--- config.mk ---
export PLATFORM = sky130hd
export DESIGN_NAME = irq_event_capture
export DESIGN_NICKNAME = d
export VERILOG_FILES = /design/src/rtl/irq_event_capture_pkg.sv /design/src/rtl/irq_wr_decode.sv /design/src/rtl/irq_status_bank.sv /design/src/rtl/irq_mask_bank.sv /design/src/rtl/irq_event_capture.sv
export SDC_FILE = /design/constraint.sdc
export NUM_CORES = 1
export LEC_CHECK = 0
export ABC_AREA = 1
export BUFFER_PORTS_ARGS = -buffer_cell sky130_fd_sc_hd__buf_2
export CORE_MARGIN = 10
export CORE_UTILIZATION = 41
export CTS_CLUSTER_SIZE = 10
export DETAILED_ROUTE_END_ITERATION = 7
export PLACE_DENSITY = 0.85
export SYNTH_ARGS = -nofsm -noshare
export SYNTH_HDL_FRONTEND = slang
export SYNTH_SLANG_ARGS = --single-unit
--- constraint.sdc ---
create_clock -name clk -period 0.8 [get_ports clk]
set_input_delay 0.12 -clock clk [delete_from_list [all_inputs] [get_ports clk]]
set_output_delay 0.12 -clock clk [all_outputs]
set_load 0.1 [all_outputs]
--- src/rtl/irq_event_capture_pkg.sv ---
package irq_event_capture_pkg;

    localparam int STAT_W = 10;
    localparam int DATA_W = 32;

    // positions that exist; bit 8 is a hole
    localparam logic [STAT_W-1:0] DEFINED_BITS = 10'b10_1111_1111;

    localparam int POS_DONE     = 0;
    localparam int POS_DATA     = 1;
    localparam int POS_NOACK    = 2;
    localparam int POS_TIMEOUT  = 3;
    localparam int POS_TGT_RDY  = 4;
    localparam int POS_RX_OVER  = 5;
    localparam int POS_TX_OVER  = 6;
    localparam int POS_RX_UNDER = 7;
    localparam int POS_ARB_LOST = 9;

    typedef enum logic [1:0] {
        SEL_STATUS = 2'd0,
        SEL_MASK   = 2'd1,
        SEL_UNMASK = 2'd2,
        SEL_DOMASK = 2'd3
    } reg_sel_e;

    typedef struct packed {
        logic              clr_stat;
        logic              unmask;
        logic              domask;
        logic [STAT_W-1:0] bits;
    } wr_cmd_t;

    function automatic logic is_defined(input int pos);
        return DEFINED_BITS[pos];
    endfunction

endpackage

--- src/rtl/irq_wr_decode.sv ---
module irq_wr_decode
    import irq_event_capture_pkg::*;
#(
    parameter int DW = DATA_W,
    parameter int SW = STAT_W
) (
    input  logic          wr_en,
    input  logic [1:0]    reg_sel,
    input  logic [DW-1:0] wr_data,
    output wr_cmd_t       cmd
);
    logic unused_wr_hi;
    assign unused_wr_hi = ^wr_data[DW-1:SW];

    always_comb begin
        cmd          = '0;
        cmd.bits     = wr_data[SW-1:0];
        cmd.clr_stat = wr_en && (reg_sel_e'(reg_sel) == SEL_STATUS);
        cmd.unmask   = wr_en && (reg_sel_e'(reg_sel) == SEL_UNMASK);
        cmd.domask   = wr_en && (reg_sel_e'(reg_sel) == SEL_DOMASK);
    end
endmodule

--- src/rtl/irq_status_bank.sv ---
module irq_status_bank
    import irq_event_capture_pkg::*;
#(
    parameter int SW = STAT_W,
    parameter logic [SW-1:0] VALID = DEFINED_BITS
) (
    input  logic          clk,
    input  logic          rst,
    input  logic [SW-1:0] evt,
    input  logic          clr_en,
    input  logic [SW-1:0] clr_bits,
    output logic [SW-1:0] status_q
);
    logic unused_hole;
    assign unused_hole = ^(evt & ~VALID) ^ ^(clr_bits & ~VALID);

    for (genvar i = 0; i < SW; i++) begin : g_bit
        if (VALID[i]) begin : g_live
            logic clr;
            assign clr = clr_en && clr_bits[i];
            always_ff @(posedge clk) begin
                if (rst)
                    status_q[i] <= 1'b0;
                else if (evt[i])
                    status_q[i] <= 1'b1;    // event beats a same-cycle clear
                else if (clr)
                    status_q[i] <= 1'b0;
            end
        end else begin : g_hole
            assign status_q[i] = 1'b0;
        end
    end
endmodule

--- src/rtl/irq_mask_bank.sv ---
module irq_mask_bank
    import irq_event_capture_pkg::*;
#(
    parameter int SW = STAT_W,
    parameter logic [SW-1:0] VALID = DEFINED_BITS
) (
    input  logic          clk,
    input  logic          rst,
    input  logic          set_en,
    input  logic          clr_en,
    input  logic [SW-1:0] bits,
    output logic [SW-1:0] mask_q
);
    logic unused_hole;
    assign unused_hole = ^(bits & ~VALID);

    for (genvar i = 0; i < SW; i++) begin : g_bit
        if (VALID[i]) begin : g_live
            always_ff @(posedge clk) begin
                if (rst)
                    mask_q[i] <= 1'b1;
                else if (set_en && bits[i])
                    mask_q[i] <= 1'b1;
                else if (clr_en && bits[i])
                    mask_q[i] <= 1'b0;
            end
        end else begin : g_hole
            assign mask_q[i] = 1'b0;
        end
    end
endmodule

--- src/rtl/irq_event_capture.sv ---
module irq_event_capture
    import irq_event_capture_pkg::*;
#(
    parameter int DW = DATA_W,
    parameter int SW = STAT_W,
    parameter logic [SW-1:0] VALID = DEFINED_BITS
) (
    input  logic          clk,
    input  logic          rst,
    input  logic [SW-1:0] evt_i,
    input  logic [1:0]    reg_sel,
    input  logic          wr_en,
    input  logic [DW-1:0] wr_data,
    output logic [DW-1:0] rd_data,
    output logic          irq_o
);
    localparam int PAD_W = DW - SW;

    wr_cmd_t       cmd;
    logic [SW-1:0] status_q;
    logic [SW-1:0] mask_q;

    irq_wr_decode #(.DW(DW), .SW(SW)) u_dec (
        .wr_en   (wr_en),
        .reg_sel (reg_sel),
        .wr_data (wr_data),
        .cmd     (cmd)
    );

    irq_status_bank #(.SW(SW), .VALID(VALID)) u_stat (
        .clk      (clk),
        .rst      (rst),
        .evt      (evt_i),
        .clr_en   (cmd.clr_stat),
        .clr_bits (cmd.bits),
        .status_q (status_q)
    );

    irq_mask_bank #(.SW(SW), .VALID(VALID)) u_mask (
        .clk    (clk),
        .rst    (rst),
        .set_en (cmd.domask),
        .clr_en (cmd.unmask),
        .bits   (cmd.bits),
        .mask_q (mask_q)
    );

    always_comb begin
        unique case (reg_sel_e'(reg_sel))
            SEL_STATUS: rd_data = {{PAD_W{1'b0}}, status_q};
            SEL_MASK:   rd_data = {{PAD_W{1'b0}}, mask_q};
            default:    rd_data = '0;
        endcase
    end

    assign irq_o = |(status_q & ~mask_q);
endmodule

==> results.md <==
- Busiest metal layer after global routing: met2
- Worst VDD drop: between 0.001 and 0.0015 V
- Layout Cells excl Fill: 260
- Final-layout fill cell count: 241
- Root Driver: clkbuf_4
- TritonCTS Buffers: 3
- Hold WC Path Type: primary input to flop
- Total iterations of the first detailed-routing run: 4
- Post-Synthesis Cells: between 150 and 200
- GR Util met2: 23.0%
- Static Leak: 0.924 nW
- Number of H-tree levels: 1
- Hpwl dp: 2570 um
- Drt drc: 0
- Post-DR wirelength/cell: 12.6 um
- Initial core utilization: a little over two fifths
- Largest net degree at the start of global routing: 19
- Register Area: 380 sq um
- Total gr overflow: 0
- Distinct cells, synth: 20
- Total of max-cap violations: 0
- Worst Setup SP: u_mask.mask_q[1]
- Post-synth top area cell: dfxtp_1
- Setup_tns: -4400 ps
- Pre-CTS WS: -243 ps
- Die area: 0.00529 sq mm
- Syn. warnings: 0
- Worst-path clk slew: 100 ps
- Most common cell in the netlist: nand2_1
- Vias: 1191
- Yosys top cell area share: about a third
- Final Critical Period: 1360 ps
- Hold depth: 3
- Initial antenna violation count: 0
- Synthesized cell area: around 0.0011 sq mm
- Vias per cell: about 4.6
- Final Hold Fails: 0
- Violated checks: negative setup slack
- M1 GR Usage: 11.4%
- Port buffer count: 32
- Setup WS post-layout: -558 ps
- Largest family of logic cells by synthesized area: simple AND/OR/NAND/NOR gates
- Worst Setup Start Kind: flop
- Top Ports: 80
- CP arrival: ~1200 ps
- Synthesized flop and latch total: 18
- Post-Place Cells: 256
- P per Cell Area: ~1600 mW/mm^2
- Core footprint: 0.00271 sq mm
- Top post-synthesis cells by area: dfxtp_1 32%, buf_4 15%, nand2_1 13%, inv_1 8.9%, nor2_1 6.9%
- Num rows: 19
- Final Setup Violations: 10
- Total power: 2.92 mW
- Async set or reset register ratio after synthesis: 0%
- Tot GR Track Use: between 10% and 20%
- Register-to-register setup slack: 40 ps
- Post-synth EDFFs: 0
- Top_reg_cell synth: dfxtp_1
- First-pass GRT wire length: 5200 um
- Setup CP Type: flop to primary output
- M3 GR Usage: 2.99%
- Final Slew Violations: 0
- Clock Path Buffers: 2
- Max Clock Skew: 0 ps
- Placer Congestion: 0.758
- Worst Hold Launch: evt_i[1]
- DRT antenna net count: 0
- Worst path required time: 680 ps
- Post-Syn Area per Cell: 6.45 sq um
- Die Height: 72.8 um
- Die W: 72.8 um
- Syn-to-layout area delta: 56.8%
- Final Core Density: 66.0%
- Sequential area share after synthesis: between 30% and 40%
- Worst Reg-to-Reg Cells: 4
- Proportion of layout cells with a drive suffix above 1: 45.9%
- 1st-iter DRT viols: 47
- CP Capture Type: primary output
- RSZ-0062 raised after global routing: true
- Ant diodes: 0
- Fmax: 737 MHz
- CTS tree: yes
- Crit-path max FO: 2
- Vias in the first global route: 1307
- Final period util: 170%
- Area of the multi-input gates: 718 sq um
- Post-layout nets: roughly 280
- Post-synthesis xor/xnor area fraction: 0%
- R2R Path Start: u_stat.status_q[2]
- Worst min-delay path endpoint: u_stat.status_q[1]
- Simple-gate share of the synthesized area: 29.7%
- TritonCTS Sinks: 18
- Most frequent cells after synthesis: 40 x nand2_1, 27 x inv_1, 23 x buf_4
- Complex-gate fraction of the synthesized area: 11.7%
- Clk Latency, worst-skew pair: just under 300 ps
- RR Endpoint: u_stat.status_q[2]
- Routed WL: ~3300 um
- Multiplexer area fraction after synthesis: 0%
- Status: finished, violations left
- Synth Area in Adders: 0%
-- cell usage in the layout, fill, tap and decap left out --
cell type  Yosys  layout
nand2_1       40      33
conb_1         1      23
buf_2          3      22
nor2_1        21      20
inv_1         27      19
dfxtp_2        0      13
buf_4         23      12
buf_12         0      11
buf_6          1       9
inv_2          1       8
o21ai_4        0       8
nand3_1        9       8
a21oi_1        8       7
nand2_2        2       6
o21ai_1        6       6
dfxtp_1       18       4
o21ai_0       11       3
clkbuf_4       0       3
nand2_8        0       2
nand3_4        1       2
nor2_2         1       2
a21oi_2        1       2
inv_4          0       1
nor2_4         1       1
nand2_4        0       1
nand3b_1       1       1
nand3_2        1       1
dfxtp_4        0       1
-- critical path, cell delays in order (launching register included) --
cell	delay, ps
dfxtp_2	340
inv_2	40
nand2_1	60
nand2_2	60
nor2_2	100
nand3b_1	140
buf_12	200
-- worst max path at each step --
| stage | to | slack [ps] | cells past startpoint |
|---|---|---|---|
| floorplan | irq_o | -580 | 5 |
| global placement | rd_data[5] | -240 | 5 |
| detailed placement | rd_data[5] | -240 | 5 |
| global route | irq_o | -590 | 6 |
| finish | irq_o | -560 | 6 |
| CTS | irq_o | -550 | 6 |
-- power breakdown --
group	switching, mW	internal, mW
logic	1.08	0.402
registers	0.0339	0.949
clock network	0.273	0.176
-- metrics by stage --
| step | hold slack (ps) | instance area [sq um] |
|---|---|---|
| after floorplan | 254 | 1350 |
| after global placement | 359 | 1670 |
| after detailed placement | 361 | 1670 |
| after CTS | 50.3 | 1760 |
| after global routing | 51.5 | 1790 |
| final | 36.6 | 1790 |
-- cell families (layout without fill, tap and decap cells) --
| logic type | Yosys count | after routing |
|---|---|---|
| buffers and inverters | 55 | 85 |
| AOI/OAI and AO/OA | 26 | 26 |
| and+or+nand+nor | 77 | 77 |
| other | 1 | 23 |
| DFF | 18 | 18 |
-- state kept, by name, indices dropped and copies added (netlist names) --
signal           flops
u_mask.mask_q        9
u_stat.status_q      9
-- metal layers --
| metal | vias to the layer above | part of all wire [%] |
|---|---|---|
| li1 | 602 | - |
| met1 | 543 | 40 |
| met2 | 39 | 52 |
| met3 | 7 | 6.0 |
| met4 | 0 | 1.6 |
| met5 | - | 0 |
-- final cells by class --
type	instances	share of cell area, %
Clock buffer	3	1.26
Inverter	28	6.01
Multi-Input combinational cell	126	40.1
Sequential cell	18	21.3
Tap cell	31	2.17
Timing Repair Buffer	54	29.2
-- what timing repair did --
item                                    in CTS  in global routing
buffers inserted                             1                  0
resized for setup                           16                 10
endpoints found under the setup margin      10                 11
hold buffers                                 0                  0
pin swaps                                    7                  4
Note: power is estimated with default switching activity, not from simulation.
